==> src/rtl/snv_pkg.sv <==
package snv_pkg;
    typedef enum logic [2:0] {
        OP_READ   = 3'd0,
        OP_WRITE  = 3'd1,
        OP_COPY   = 3'd2,
        OP_RECALL = 3'd3,
        OP_LOCK   = 3'd4
    } snv_op_e;

    typedef enum logic {
        C_IDLE = 1'b0,
        C_RUN  = 1'b1
    } copy_state_e;

    typedef enum logic {
        L_IDLE  = 1'b0,
        L_ARMED = 1'b1
    } arm_state_e;
endpackage

==> src/rtl/snv_copy_fsm.sv <==
module snv_copy_fsm
    import snv_pkg::*;
#(
    parameter int NBLK        = 2,
    parameter int COPY_CYCLES = 20,
    localparam int BW = (NBLK > 1) ? $clog2(NBLK) : 1,
    localparam int CW = $clog2(COPY_CYCLES + 1)
) (
    input  logic            clk,
    input  logic            rst_n,
    input  logic            start_i,
    input  logic [BW-1:0]   blk_i,
    output logic            busy_o,
    output logic [NBLK-1:0] commit_o
);
    copy_state_e   state_q, state_d;
    logic [CW-1:0] cnt_q;
    logic [BW-1:0] blk_q;

    // state register
    always_ff @(posedge clk or negedge rst_n) begin
        if (!rst_n) begin
            state_q <= C_IDLE;
            cnt_q   <= '0;
            blk_q   <= '0;
        end else begin
            state_q <= state_d;
            if (state_q == C_IDLE && start_i) begin
                cnt_q <= CW'(COPY_CYCLES - 1);
                blk_q <= blk_i;
            end else if (state_q == C_RUN && cnt_q != '0) begin
                cnt_q <= cnt_q - 1'b1;
            end
        end
    end

    // next state and outputs
    always_comb begin
        state_d  = state_q;
        busy_o   = 1'b0;
        commit_o = '0;
        unique case (state_q)
            C_IDLE: if (start_i) state_d = C_RUN;
            C_RUN: begin
                busy_o = 1'b1;
                if (cnt_q == '0) begin
                    state_d         = C_IDLE;
                    commit_o[blk_q] = 1'b1;
                end
            end
            default: state_d = C_IDLE;
        endcase
    end

    p_start_busy_r5: assert property (@(posedge clk) disable iff (!rst_n)
        (start_i && !busy_o) |=> busy_o);
    p_commit_ends_r4: assert property (@(posedge clk) disable iff (!rst_n)
        (|commit_o) |=> !busy_o);
    p_commit_onehot_r4: assert property (@(posedge clk) disable iff (!rst_n)
        $onehot0(commit_o));
endmodule

==> src/rtl/snv_lock_ctrl.sv <==
module snv_lock_ctrl
    import snv_pkg::*;
#(
    parameter int NBLK = 2,
    localparam int BW = (NBLK > 1) ? $clog2(NBLK) : 1
) (
    input  logic            clk,
    input  logic            rst_n,
    input  logic            req_any_i,
    input  logic            arm_wr_i,
    input  logic            arm_val_i,
    input  logic            lock_req_i,
    input  logic [BW-1:0]   lock_blk_i,
    output logic            lock_bit_o,
    output logic [NBLK-1:0] bl_o
);
    arm_state_e state_q, state_d;
    logic       fire;

    // state register
    always_ff @(posedge clk or negedge rst_n) begin
        if (!rst_n) begin
            state_q    <= L_IDLE;
            lock_bit_o <= 1'b0;
            bl_o       <= '0;
        end else begin
            state_q <= state_d;
            if (arm_wr_i) begin
                lock_bit_o <= arm_val_i;
            end else if (fire) begin
                lock_bit_o       <= 1'b0;
                bl_o[lock_blk_i] <= 1'b1;
            end
        end
    end

    // next state and fire decision
    always_comb begin
        state_d = state_q;
        fire    = 1'b0;
        unique case (state_q)
            L_IDLE:  if (req_any_i && arm_wr_i && arm_val_i) state_d = L_ARMED;
            L_ARMED: begin
                fire = lock_req_i && lock_bit_o;
                if (req_any_i && !(arm_wr_i && arm_val_i)) state_d = L_IDLE;
            end
            default: state_d = L_IDLE;
        endcase
    end

    for (genvar b = 0; b < NBLK; b++) begin : g_chk
        p_flag_sticky_r9: assert property (@(posedge clk) disable iff (!rst_n)
            bl_o[b] |=> bl_o[b]);
        p_lock_needs_arm_r8: assert property (@(posedge clk) disable iff (!rst_n)
            $rose(bl_o[b]) |-> $past(arm_wr_i && arm_val_i, 2));
    end
endmodule

==> src/rtl/snv_store.sv <==
module snv_store #(
    parameter int NBLK  = 2,
    parameter int BYTES = 4,
    localparam int IW = (BYTES > 1) ? $clog2(BYTES) : 1
) (
    input  logic                             clk,
    input  logic                             rst_n,
    input  logic [NBLK-1:0]                  wr_en_i,
    input  logic [IW-1:0]                    idx_i,
    input  logic [7:0]                       wdata_i,
    input  logic [NBLK-1:0]                  rcl_en_i,
    input  logic [NBLK-1:0]                  commit_i,
    input  logic [NBLK-1:0]                  locked_i,
    output logic [NBLK-1:0][BYTES-1:0][7:0]  shadow_o,
    output logic [NBLK-1:0][BYTES-1:0][7:0]  array_o
);
    for (genvar b = 0; b < NBLK; b++) begin : g_blk
        always_ff @(posedge clk or negedge rst_n) begin
            if (!rst_n) begin
                shadow_o[b] <= '0;
                array_o[b]  <= '0;
            end else begin
                if (commit_i[b]) array_o[b] <= shadow_o[b];
                if (rcl_en_i[b]) shadow_o[b] <= array_o[b];
                else if (wr_en_i[b]) shadow_o[b][idx_i] <= wdata_i;
            end
        end

        p_locked_stable_r3: assert property (@(posedge clk) disable iff (!rst_n)
            (locked_i[b] && !rcl_en_i[b]) |=> $stable(shadow_o[b]));
        p_array_copy_only_r4: assert property (@(posedge clk) disable iff (!rst_n)
            !commit_i[b] |=> $stable(array_o[b]));
    end
endmodule

==> src/rtl/shadow_nv_ctrl.sv <==
module shadow_nv_ctrl
    import snv_pkg::*;
#(
    parameter int               NBLK        = 2,
    parameter int               BYTES       = 4,
    parameter int               COPY_CYCLES = 20,
    parameter logic [1:0][7:0]  BLK_BASE    = {8'h30, 8'h20},
    parameter logic [7:0]       ADDR_STAT   = 8'h01,
    parameter logic [7:0]       ADDR_CTRL   = 8'h07,
    parameter logic [7:0]       STAT_MASK   = 8'h38,
    parameter int               STAT_BLK    = 1,
    parameter int               STAT_BYTE   = 1,
    localparam int IW = (BYTES > 1) ? $clog2(BYTES) : 1,
    localparam int BW = (NBLK > 1) ? $clog2(NBLK) : 1
) (
    input  logic       clk,
    input  logic       rst_n,
    input  logic       awake,
    input  logic       req_valid,
    input  logic [2:0] req_op,
    input  logic [7:0] req_addr,
    input  logic [7:0] req_wdata,
    output logic       rd_valid,
    output logic [7:0] rd_data
);
    snv_op_e                         op;
    logic [NBLK-1:0]                 hit;
    logic                            is_nv;
    logic [BW-1:0]                   sel;
    logic [IW-1:0]                   idx;
    logic                            busy;
    logic                            lock_bit;
    logic [NBLK-1:0]                 bl;
    logic [NBLK-1:0]                 commit;
    logic [NBLK-1:0]                 wr_en, rcl_en;
    logic                            is_rd, is_wr, is_copy, is_rcl, is_lock;
    logic                            copy_start, lock_req, arm_wr;
    logic [7:0]                      status_q;
    logic [7:0]                      rd_mux;
    logic [NBLK-1:0][BYTES-1:0][7:0] shadow, array;

    assign op  = snv_op_e'(req_op);
    assign idx = req_addr[IW-1:0];

    for (genvar b = 0; b < NBLK; b++) begin : g_hit
        assign hit[b]    = (req_addr[7:IW] == BLK_BASE[b][7:IW]);
        assign wr_en[b]  = is_wr && hit[b] && !bl[b] && !busy;
        assign rcl_en[b] = is_rcl && hit[b] && !busy;
    end
    assign is_nv = |hit;

    always_comb begin
        sel = '0;
        for (int b = 0; b < NBLK; b++) if (hit[b]) sel = BW'(b);
    end

    assign is_rd   = req_valid && (op == OP_READ);
    assign is_wr   = req_valid && (op == OP_WRITE);
    assign is_copy = req_valid && (op == OP_COPY);
    assign is_rcl  = req_valid && (op == OP_RECALL);
    assign is_lock = req_valid && (op == OP_LOCK);

    assign copy_start = is_copy && is_nv && !bl[sel] && awake && !busy;
    assign lock_req   = is_lock && is_nv && awake;
    assign arm_wr     = is_wr && (req_addr == ADDR_CTRL);

    snv_copy_fsm #(.NBLK(NBLK), .COPY_CYCLES(COPY_CYCLES)) i_copy (
        .clk(clk), .rst_n(rst_n), .start_i(copy_start), .blk_i(sel),
        .busy_o(busy), .commit_o(commit)
    );

    snv_lock_ctrl #(.NBLK(NBLK)) i_lock (
        .clk(clk), .rst_n(rst_n), .req_any_i(req_valid), .arm_wr_i(arm_wr),
        .arm_val_i(req_wdata[6]), .lock_req_i(lock_req), .lock_blk_i(sel),
        .lock_bit_o(lock_bit), .bl_o(bl)
    );

    snv_store #(.NBLK(NBLK), .BYTES(BYTES)) i_store (
        .clk(clk), .rst_n(rst_n), .wr_en_i(wr_en), .idx_i(idx),
        .wdata_i(req_wdata), .rcl_en_i(rcl_en), .commit_i(commit),
        .locked_i(bl), .shadow_o(shadow), .array_o(array)
    );

    always_ff @(posedge clk or negedge rst_n) begin
        if (!rst_n) status_q <= '0;
        else if (rcl_en[STAT_BLK]) status_q <= array[STAT_BLK][STAT_BYTE] & STAT_MASK;
    end

    always_comb begin
        rd_mux = '0;
        if (is_nv) begin
            rd_mux = shadow[sel][idx];
        end else if (req_addr == ADDR_STAT) begin
            rd_mux = status_q;
        end else if (req_addr == ADDR_CTRL) begin
            rd_mux      = '0;
            rd_mux[7]   = busy;
            rd_mux[6]   = lock_bit;
            rd_mux[NBLK-1:0] = bl;
        end
    end

    always_ff @(posedge clk or negedge rst_n) begin
        if (!rst_n) begin
            rd_valid <= 1'b0;
            rd_data  <= '0;
        end else begin
            rd_valid <= is_rd;
            rd_data  <= is_rd ? rd_mux : 8'h00;
        end
    end

    p_busy_blocks_nv_r5: assert property (@(posedge clk) disable iff (!rst_n)
        (busy && (is_wr || is_rcl) && is_nv) |=> $stable(shadow));
    p_read_latency_r10: assert property (@(posedge clk) disable iff (!rst_n)
        is_rd |=> rd_valid);
    p_status_mask_r7: assert property (@(posedge clk) disable iff (!rst_n)
        (status_q & ~STAT_MASK) == 8'h00);
endmodule

==> config.mk <==
export PLATFORM = sky130hd
export DESIGN_NAME = shadow_nv_ctrl
export DESIGN_NICKNAME = d
export VERILOG_FILES = /design/src/rtl/snv_pkg.sv /design/src/rtl/snv_copy_fsm.sv /design/src/rtl/snv_lock_ctrl.sv /design/src/rtl/snv_store.sv /design/src/rtl/shadow_nv_ctrl.sv
export SDC_FILE = /design/constraint.sdc
export NUM_CORES = 1
export LEC_CHECK = 0
export CAP_MARGIN = 10
export CORE_ASPECT_RATIO = 1.1
export CORE_MARGIN = 3
export CORE_UTILIZATION = 35
export DETAILED_ROUTE_END_ITERATION = 8
export HOLD_SLACK_MARGIN = 0.02
export PLACE_DENSITY = 0.56
export SETUP_SLACK_MARGIN = 0.2
export SYNTH_ARGS = -nofsm -noshare
export SYNTH_HDL_FRONTEND = slang
export SYNTH_SLANG_ARGS = --single-unit
==> constraint.sdc <==
create_clock -name clk -period 2.25 [get_ports clk]
set_clock_uncertainty 0.2 [all_clocks]
set_input_delay 0.45 -clock clk [delete_from_list [all_inputs] [get_ports clk]]
set_output_delay 0.45 -clock clk [all_outputs]
set_load 0.01 [all_outputs]
==> results_dict.tcl, run 1 <==
set metrics [dict create \
    clk_latency_ns 0.43 \
    die_h_um 159 \
    status "finished with violations" \
    postLayoutCellArea_sq_um 10500 \
    place_area_sq_um 8990 \
    cts_root_buffer "clkbuf_16" \
    initial_core_util 0.360 \
    p_clk_frac 0.479 \
    synth_area_sq_um 7480 \
    num_rows 55 \
    syn_area_per_cell_sq_um 12.3 \
    place_ws_ns -0.609 \
    swShare 0.225 \
    drt_iter0_markers 236 \
    switchingPower_mw 1.34 \
    timing.fmax_ghz 0.428 \
    synth_edf_count 0 \
    clock_sinks 151 \
    clk_pin_slew_ns 0.06 \
    numCtsBuffers 17 \
    synthFlopType "dfrtp_1" \
    finalSetupViolCount 78 \
    start_kind "register" \
    ir_worst_vdd_mv 0.352 \
    ff2ff_setup_slack_ns -0.09 \
    grt_pass1_wl_um 33200 \
    diodes 0 \
    pwr-share-comb 0.064 \
    dp_hpwl_um 13700 \
    min_path_cells 2 \
    final_nets 765 \
    holdWs_ns 0.283 \
    grt_max_degree 58 \
    drc 0 \
    required_ns 2.36 \
    ys_types 51 \
    critPathLaunch "i_copy.cnt_q[0]" \
    nFillCells 1786 \
    drt_wl_total_um 21500 \
    synth_nets 631 \
    crit_fanout 16 \
    ys_ff_latch 151 \
    routedWlPerCell_um 20.6 \
    ios 32 \
    via_count 5384 \
    cp.arrival_ns 2.44 \
    cts_buffer_depth 2 \
    synth_area_leader_cell "dfrtp_1" \
    layout.cells.non_filler 1039 \
    power_frac_seq 0.457 \
    dp_cells 984 \
    r2r_cells 7 \
    grt_overflow 0 \
    die-area_sq_um 23200 \
    dr.pass1.iters 4 \
    ys_warn_count 0 \
    crit_type "reg -> reg" \
    die_w_um 145 \
    cap_violations 0 \
    drive_gt1_frac 0.462 \
    synthArstFlopShare 1.00 \
    hp-start "i_store.array_o[48]" \
    antenna_found_initial 0 \
    slew_viol_final 0 \
    synth_top_area_share 0.505 \
    rsz0062_at_grt "true" \
    worst_pin_slew_ns 0.746 \
    worst_slack_ns -0.0857 \
    syn2layout_area_growth_pct 40.9 \
    hp-class "reg -> reg" \
    leakage_nw 5.18 \
    cts_tree "done" \
    detail-route-antenna-nets 0 \
    fin_crit_sh 1.04 \
    violations "negative setup slack" \
    grt.total_usage 0.182 \
    htree_levels 4 \
    cp-end-kind "register" \
    p_int_mw 4.62 \
    syn_inst 607 \
    p_per_area_nw_per_um2 566 \
    multiInputGateArea_sq_um 4030 \
    hold_viol_final 0 \
    place_congestion 0.836 \
    viasPerCell 5.18 \
    core_sq_um 20800 \
    period_needed_ns 2.34 \
    seqCellArea_sq_um 3780 \
    grt_pass1_vias 5821 \
    reg2reg_from "i_copy.cnt_q[0]" \
    port_buffers 31 \
    ys_seq_area_frac 0.505 \
    ys_top_cells_by_area "dfrtp_1 51%, mux2_2 12%, mux2i_1 7.5%, mux2_4 6.0%, mux4_2 3.9%" \
    slew_headroom 0.501 \
]
-- flip-flops by register name, indices dropped and copies added, names as in the netlist --
register / count
i_store.shadow_o: 64
i_lock.lock_bit_o: 1
i_copy.cnt_q: 5
i_store.array_o: 64
rd_valid: 1
i_lock.state_q: 1
status_q: 3
i_lock.bl_o: 2
i_copy.blk_q: 1
rd_data: 8
i_copy.state_q: 1
-- placed cells by master (no fill, tap or decap), types with 3 or more instances in the layout --
cell | Yosys | layout
o22ai_1 | 8 | 8
o21ai_2 | 0 | 13
and3b_1 | 4 | 4
inv_2 | 1 | 4
mux4_2 | 13 | 13
nor2_1 | 7 | 7
bufinv_16 | 0 | 3
mux2_4 | 30 | 97
nand2_4 | 0 | 11
clkinv_2 | 0 | 7
nand2_2 | 0 | 11
mux2i_1 | 56 | 53
o21ai_1 | 0 | 14
dlymetal6s2s_1 | 0 | 3
inv_1 | 33 | 30
a21oi_1 | 3 | 3
o21a_1 | 3 | 3
nand2_1 | 65 | 43
dfrtp_1 | 151 | 151
nand4_1 | 6 | 6
buf_6 | 3 | 24
mux2_2 | 82 | 17
buf_16 | 0 | 5
a221o_1 | 3 | 3
o21ai_0 | 33 | 4
dlygate4sd2_1 | 0 | 7
nor2b_1 | 8 | 6
clkdlybuf4s50_1 | 0 | 20
clkbuf_16 | 0 | 21
a211oi_2 | 0 | 3
buf_4 | 0 | 73
buf_12 | 0 | 13
and3_1 | 9 | 9
and2_1 | 8 | 7
-- cells in the mapped netlist, drive strengths merged, types with 2 or more instances --
| cell type | count |
|---|---|
| nor2 | 7 |
| and4 | 2 |
| or4 | 2 |
| a211oi | 3 |
| a21oi | 3 |
| nor4b | 4 |
| nor3 | 3 |
| o22ai | 8 |
| o2bb2ai | 2 |
| buf | 20 |
| inv | 34 |
| and3 | 9 |
| nor2b | 8 |
| nor4bb | 3 |
| mux4 | 13 |
| a221oi | 2 |
| nor3b | 3 |
| and2 | 8 |
| dfrtp | 151 |
| clkbuf | 17 |
| a221o | 3 |
| o211ai | 2 |
| or3 | 2 |
| o21a | 3 |
| and3b | 4 |
| nand2 | 65 |
| nand3 | 2 |
| o21ai | 33 |
| mux2 | 114 |
| nand4 | 6 |
| nand2b | 2 |
| a31o | 2 |
| mux2i | 56 |
-- path summary, 6_finish.rpt --
path,to
setup / recovery,i_store.array_o[41]
hold / removal,i_store.shadow_o[48]
hold reg to reg,i_store.shadow_o[48]
max in group asynchronous,i_store.shadow_o[30]
setup reg to reg,i_store.array_o[41]
min in group asynchronous,i_store.array_o[33]
-- per-stage QoR --
stage | power, mW | setup TNS (ns) | util
3_5_place_dp | 3.14 | -37.88 | 0.433
6_report | 5.96 | -3.53 | 0.507
5_1_grt | 6.18 | -8.62 | 0.507
4_1_cts | 6.01 | -4.11 | 0.480
2_1_floorplan | 2.90 | -0.169 | -
3_3_place_gp | 3.13 | -31.28 | 0.433
-- layout make-up --
type,count,share of cell area
clock inverter,14,0.0150
tap,285,0.0339
timing repair buffer,152,0.157
sequential,151,0.359
multi-input combinational,385,0.382
inverter,34,0.0121
clock buffer,18,0.0408
-- power by group through the flow --
stage	clock (mW)	sequential, mW	combinational [mW]
2_1_floorplan	0	2.77	0.126
3_3_place_gp	0	2.78	0.356
3_5_place_dp	0	2.78	0.363
4_1_cts	2.91	2.73	0.377
5_1_grt	3.04	2.73	0.413
6_report	2.86	2.73	0.380
-- per-layer routing --
metal | wire (um) | track usage
met5 | 0 | 0
met4 | 525 | 0.0708
met3 | 668 | 0.0347
met2 | 10500 | 0.295
met1 | 9720 | 0.242
-- worst max-delay path, stage by stage, from the launching register on --
cell and delay (ns):
dfrtp_1 0.39, inv_2 0.09, ha_4 0.13, inv_2 0.04, or4_4 0.43, or3_4 0.42
buf_12 0.19, mux2_4 0.32
-- cells by family (layout without fill, tap and decap cells) --
logic type               count (synthesis)  count (layout)  share of synthesized area
multiplexers                           183             183                      0.301
adder cells (fa/ha/maj)                  1               1                    0.00167
AO/OA/AOI/OAI                           68              68                     0.0576
buffers and inverters                   71             218                     0.0408
XOR/XNOR                                 1               1                    0.00117
AND/OR/NAND/NOR                        132             132                     0.0924
flip-flops                             151             151                      0.505
-- timing repair --
item	4_1_cts	5_1_grt
buffers inserted	9	3
hold buffers	1	0
gates resized for setup	69	123
endpoints found under the setup margin	137	138
endpoints found under the hold margin	33	0
gates cloned	5	5
pin swaps	14	29
Note: power is estimated with default switching activity, not from simulation.
==> run 2: changes to the inputs <==
ABC_AREA = 1   (was default)
SKIP_LAST_GASP = 1   (was default)
==> run 2 against run 1 <==
The run now ends clean; highest routed layer unchanged; cell area decreased by 12%; register-to-register slack improved by 0.45 ns; first-iteration DRC count increased by 96%; critical endpoint is now i_copy.cnt_q[0]; clock power increased by 9.1%; synthesized area decreased by 1.9%; sequential share of layout area increased by 4.8 points.
==> results_dict.tcl, run 2 <==
set metrics [dict create \
    status "complete, no violations" \
    final_common_cell "nand2_1" \
    endpoint "i_copy.cnt_q[0]" \
    clk_pin_slew_ns 0.06 \
    rsz0062_at_grt "true" \
    routedWlPerCell_um 17.1 \
    core_sq_um 20200 \
    synth.most_common_cell "nand2_1" \
    syn2layout_area_growth_pct 26.6 \
    r2r_cells 8 \
    p_int_mw 4.88 \
    place_ws_ns -0.269 \
    cts_buffer_depth 2 \
    synth_top_area_share 0.515 \
    worst_slack_ns 0.285 \
    detail-route-antenna-nets 0 \
    swShare 0.221 \
    period_needed_ns 1.97 \
    synth_area_leader_cell "dfrtp_1" \
    reg2reg_from "i_copy.cnt_q[0]" \
    cts_root_buffer "clkbuf_16" \
    synthFlopType "dfrtp_1" \
    ys_ff_latch 151 \
    viasPerCell 5.13 \
    switchingPower_mw 1.39 \
    topRoutingLayerUsed "met4" \
    clock_sinks 151 \
    cts_tree "done" \
    syn_inst 897 \
    grt_pass1_wl_um 34100 \
    synth_common_cells "236 x nand2_1, 151 x dfrtp_1, 144 x o21ai_0, 107 x nand3_1, 69 x inv_1" \
    start_kind "primary input" \
    die-area_sq_um 22700 \
    timing.fmax_ghz 0.509 \
    num_rows 54 \
    drt_wl_total_um 21300 \
    p_clk_frac 0.499 \
    ir_worst_vdd_mv 0.487 \
    fin_crit_sh 0.873 \
    slew_headroom 0.721 \
    p_per_area_nw_per_um2 675 \
    cap_violations 0 \
    clk_latency_ns 0.43 \
    die_w_um 144 \
    cp-end-kind "register" \
    crit_fanout 17 \
    port_buffers 31 \
    drc 0 \
    via_count 6389 \
    worst_pin_slew_ns 0.417 \
    diodes 0 \
    hp-class "in -> async" \
    hold_viol_final 0 \
    synthArstFlopShare 1.00 \
    slew_viol_final 0 \
    leakage_nw 4.70 \
    initial_core_util 0.363 \
    die_h_um 158 \
    grt.total_usage 0.196 \
    dr_wl_met3_um 881 \
    synth_edf_count 0 \
    finalSetupViolCount 0 \
    place_congestion 0.853 \
    ys_types 35 \
    required_ns 2.36 \
    crit_type "in -> reg" \
    synth_area_sq_um 7330 \
    ys_seq_area_frac 0.515 \
    numCtsBuffers 17 \
    grt_max_degree 65 \
    antenna_found_initial 0 \
    grt_pass1_vias 5968 \
    syn_area_per_cell_sq_um 8.17 \
    wl_met2_um 9440 \
    ios 32 \
    reg_top3 "i_store.array_o: 64 flops, i_store.shadow_o: 64 flops, rd_data: 8 flops" \
    ys_top_cells_by_area "dfrtp_1 52%, nand2_1 12%, o21ai_0 9.8%, nand3_1 7.3%, mux2_2 4.0%" \
    pwr-share-comb 0.063 \
    met1Wirelength_um 10700 \
    drt_iter0_markers 462 \
    power_frac_seq 0.439 \
    dr.pass1.iters 7 \
    ff2ff_setup_slack_ns 0.36 \
    grt_overflow 0 \
    layout_common_cells "233 x nand2_1, 151 x dfrtp_1, 140 x o21ai_0, 102 x nand3_1, 66 x inv_1" \
    htree_levels 4 \
    ys_warn_count 0 \
    r2r-end "i_store.array_o[18]" \
    critPathLaunch "req_addr[7]" \
    cp.arrival_ns 2.07 \
    dp_hpwl_um 15000 \
    drive_gt1_frac 0.169 \
    final_nets 1005 \
    synth_nets 921 \
    holdWs_ns 0.267 \
]
## run 2: cell types whose count changed after synthesis, moves of 13 or more
cell	change
nand2_1	+171
mux2i_1	-56
inv_1	+36
mux2_4	-30
nand4_1	+14
nand3_1	+105
o21ai_1	+14
nor2_1	+32
mux4_2	-13
mux2_2	-56
o21ai_0	+111
## run 2: per-layer routing
metal / global-route usage / vias up
met1: 0.301 / 3054
met2: 0.281 / 164
li1: - / 3149
met3: 0.0344 / 22
met4: 0.0623 / 0
met5: 0 / -
## run 2: worst min-delay path by stage
stage,start,end,slack (ns),cells past startpoint
4_1_cts,rst_n,i_copy.cnt_q[1],0.27,2
5_1_grt,rst_n,i_copy.cnt_q[1],0.28,2
2_1_floorplan,rst_n,i_copy.blk_q,-0.05,0
3_3_place_gp,rst_n,i_copy.cnt_q[1],0.15,1
3_5_place_dp,rst_n,i_copy.cnt_q[1],0.15,1
6_report,rst_n,i_copy.cnt_q[1],0.27,2
## run 2: cell type report
class                           instances  area (sq um)
Clock buffer                           23           498
Clock inverter                          8           143
Fill cell                            1943         10900
Inverter                               72           278
Multi-Input combinational cell        626          3160
Sequential cell                       151          3780
Tap cell                              252           315
Timing Repair Buffer                  111          1100
Timing Repair inverter                  2          15.0
## run 2: timing repair
action / CTS / global route
endpoints found under the setup margin: 10 / 131
hold buffers: 1 / 0
gates cloned: 0 / 2
resized for setup: 2 / 31
pin swaps: 0 / 13
setup buffers: 0 / 4
endpoints found under the hold margin: 40 / 0
## run 2: power groups by stage
stage                     sequential, mW  clock, mW  combinational (mW)
final                               2.75       3.12               0.393
after global routing                2.75       3.29               0.436
after CTS                           2.75       3.17               0.387
after detailed placement            2.80          0               0.382
after global placement              2.80          0               0.383
after floorplan                     2.79          0               0.135
## run 2: cells by family after synthesis
| kind of cell | share of synthesized area |
|---|---|
| buffers and inverters | 0.0650 |
| AOI/OAI and AO/OA | 0.122 |
| and+or+nand+nor | 0.255 |
| DFF | 0.515 |
| muxes | 0.0399 |
| xor gates and xnor gates | 0.00119 |
| adders and majority gates | 0.00171 |
## run 2: per-stage QoR
step / TNS, ns / area (sq um) / power, mW / util / std cells
final: 0 / 9280 / 6.27 / 0.459 / 1245
after floorplan: 0 / 7330 / 2.93 / - / 897
after global placement: -14.55 / 8470 / 3.18 / 0.419 / 1207
after CTS: 0 / 9130 / 6.31 / 0.452 / 1239
after global routing: 0 / 9280 / 6.47 / 0.459 / 1245
after detailed placement: -16.85 / 8470 / 3.18 / 0.419 / 1207
## run 2: worst max-delay path, stage by stage
cell             delay [ns]
clkdlybuf4s50_1        0.44
nor2_4                 0.20
nand2_2                0.12
nor2_4                 0.16
buf_12                 0.17
nand2_1                0.06
nand4_1                0.24
buf_4                  0.17
nand3_1                0.06
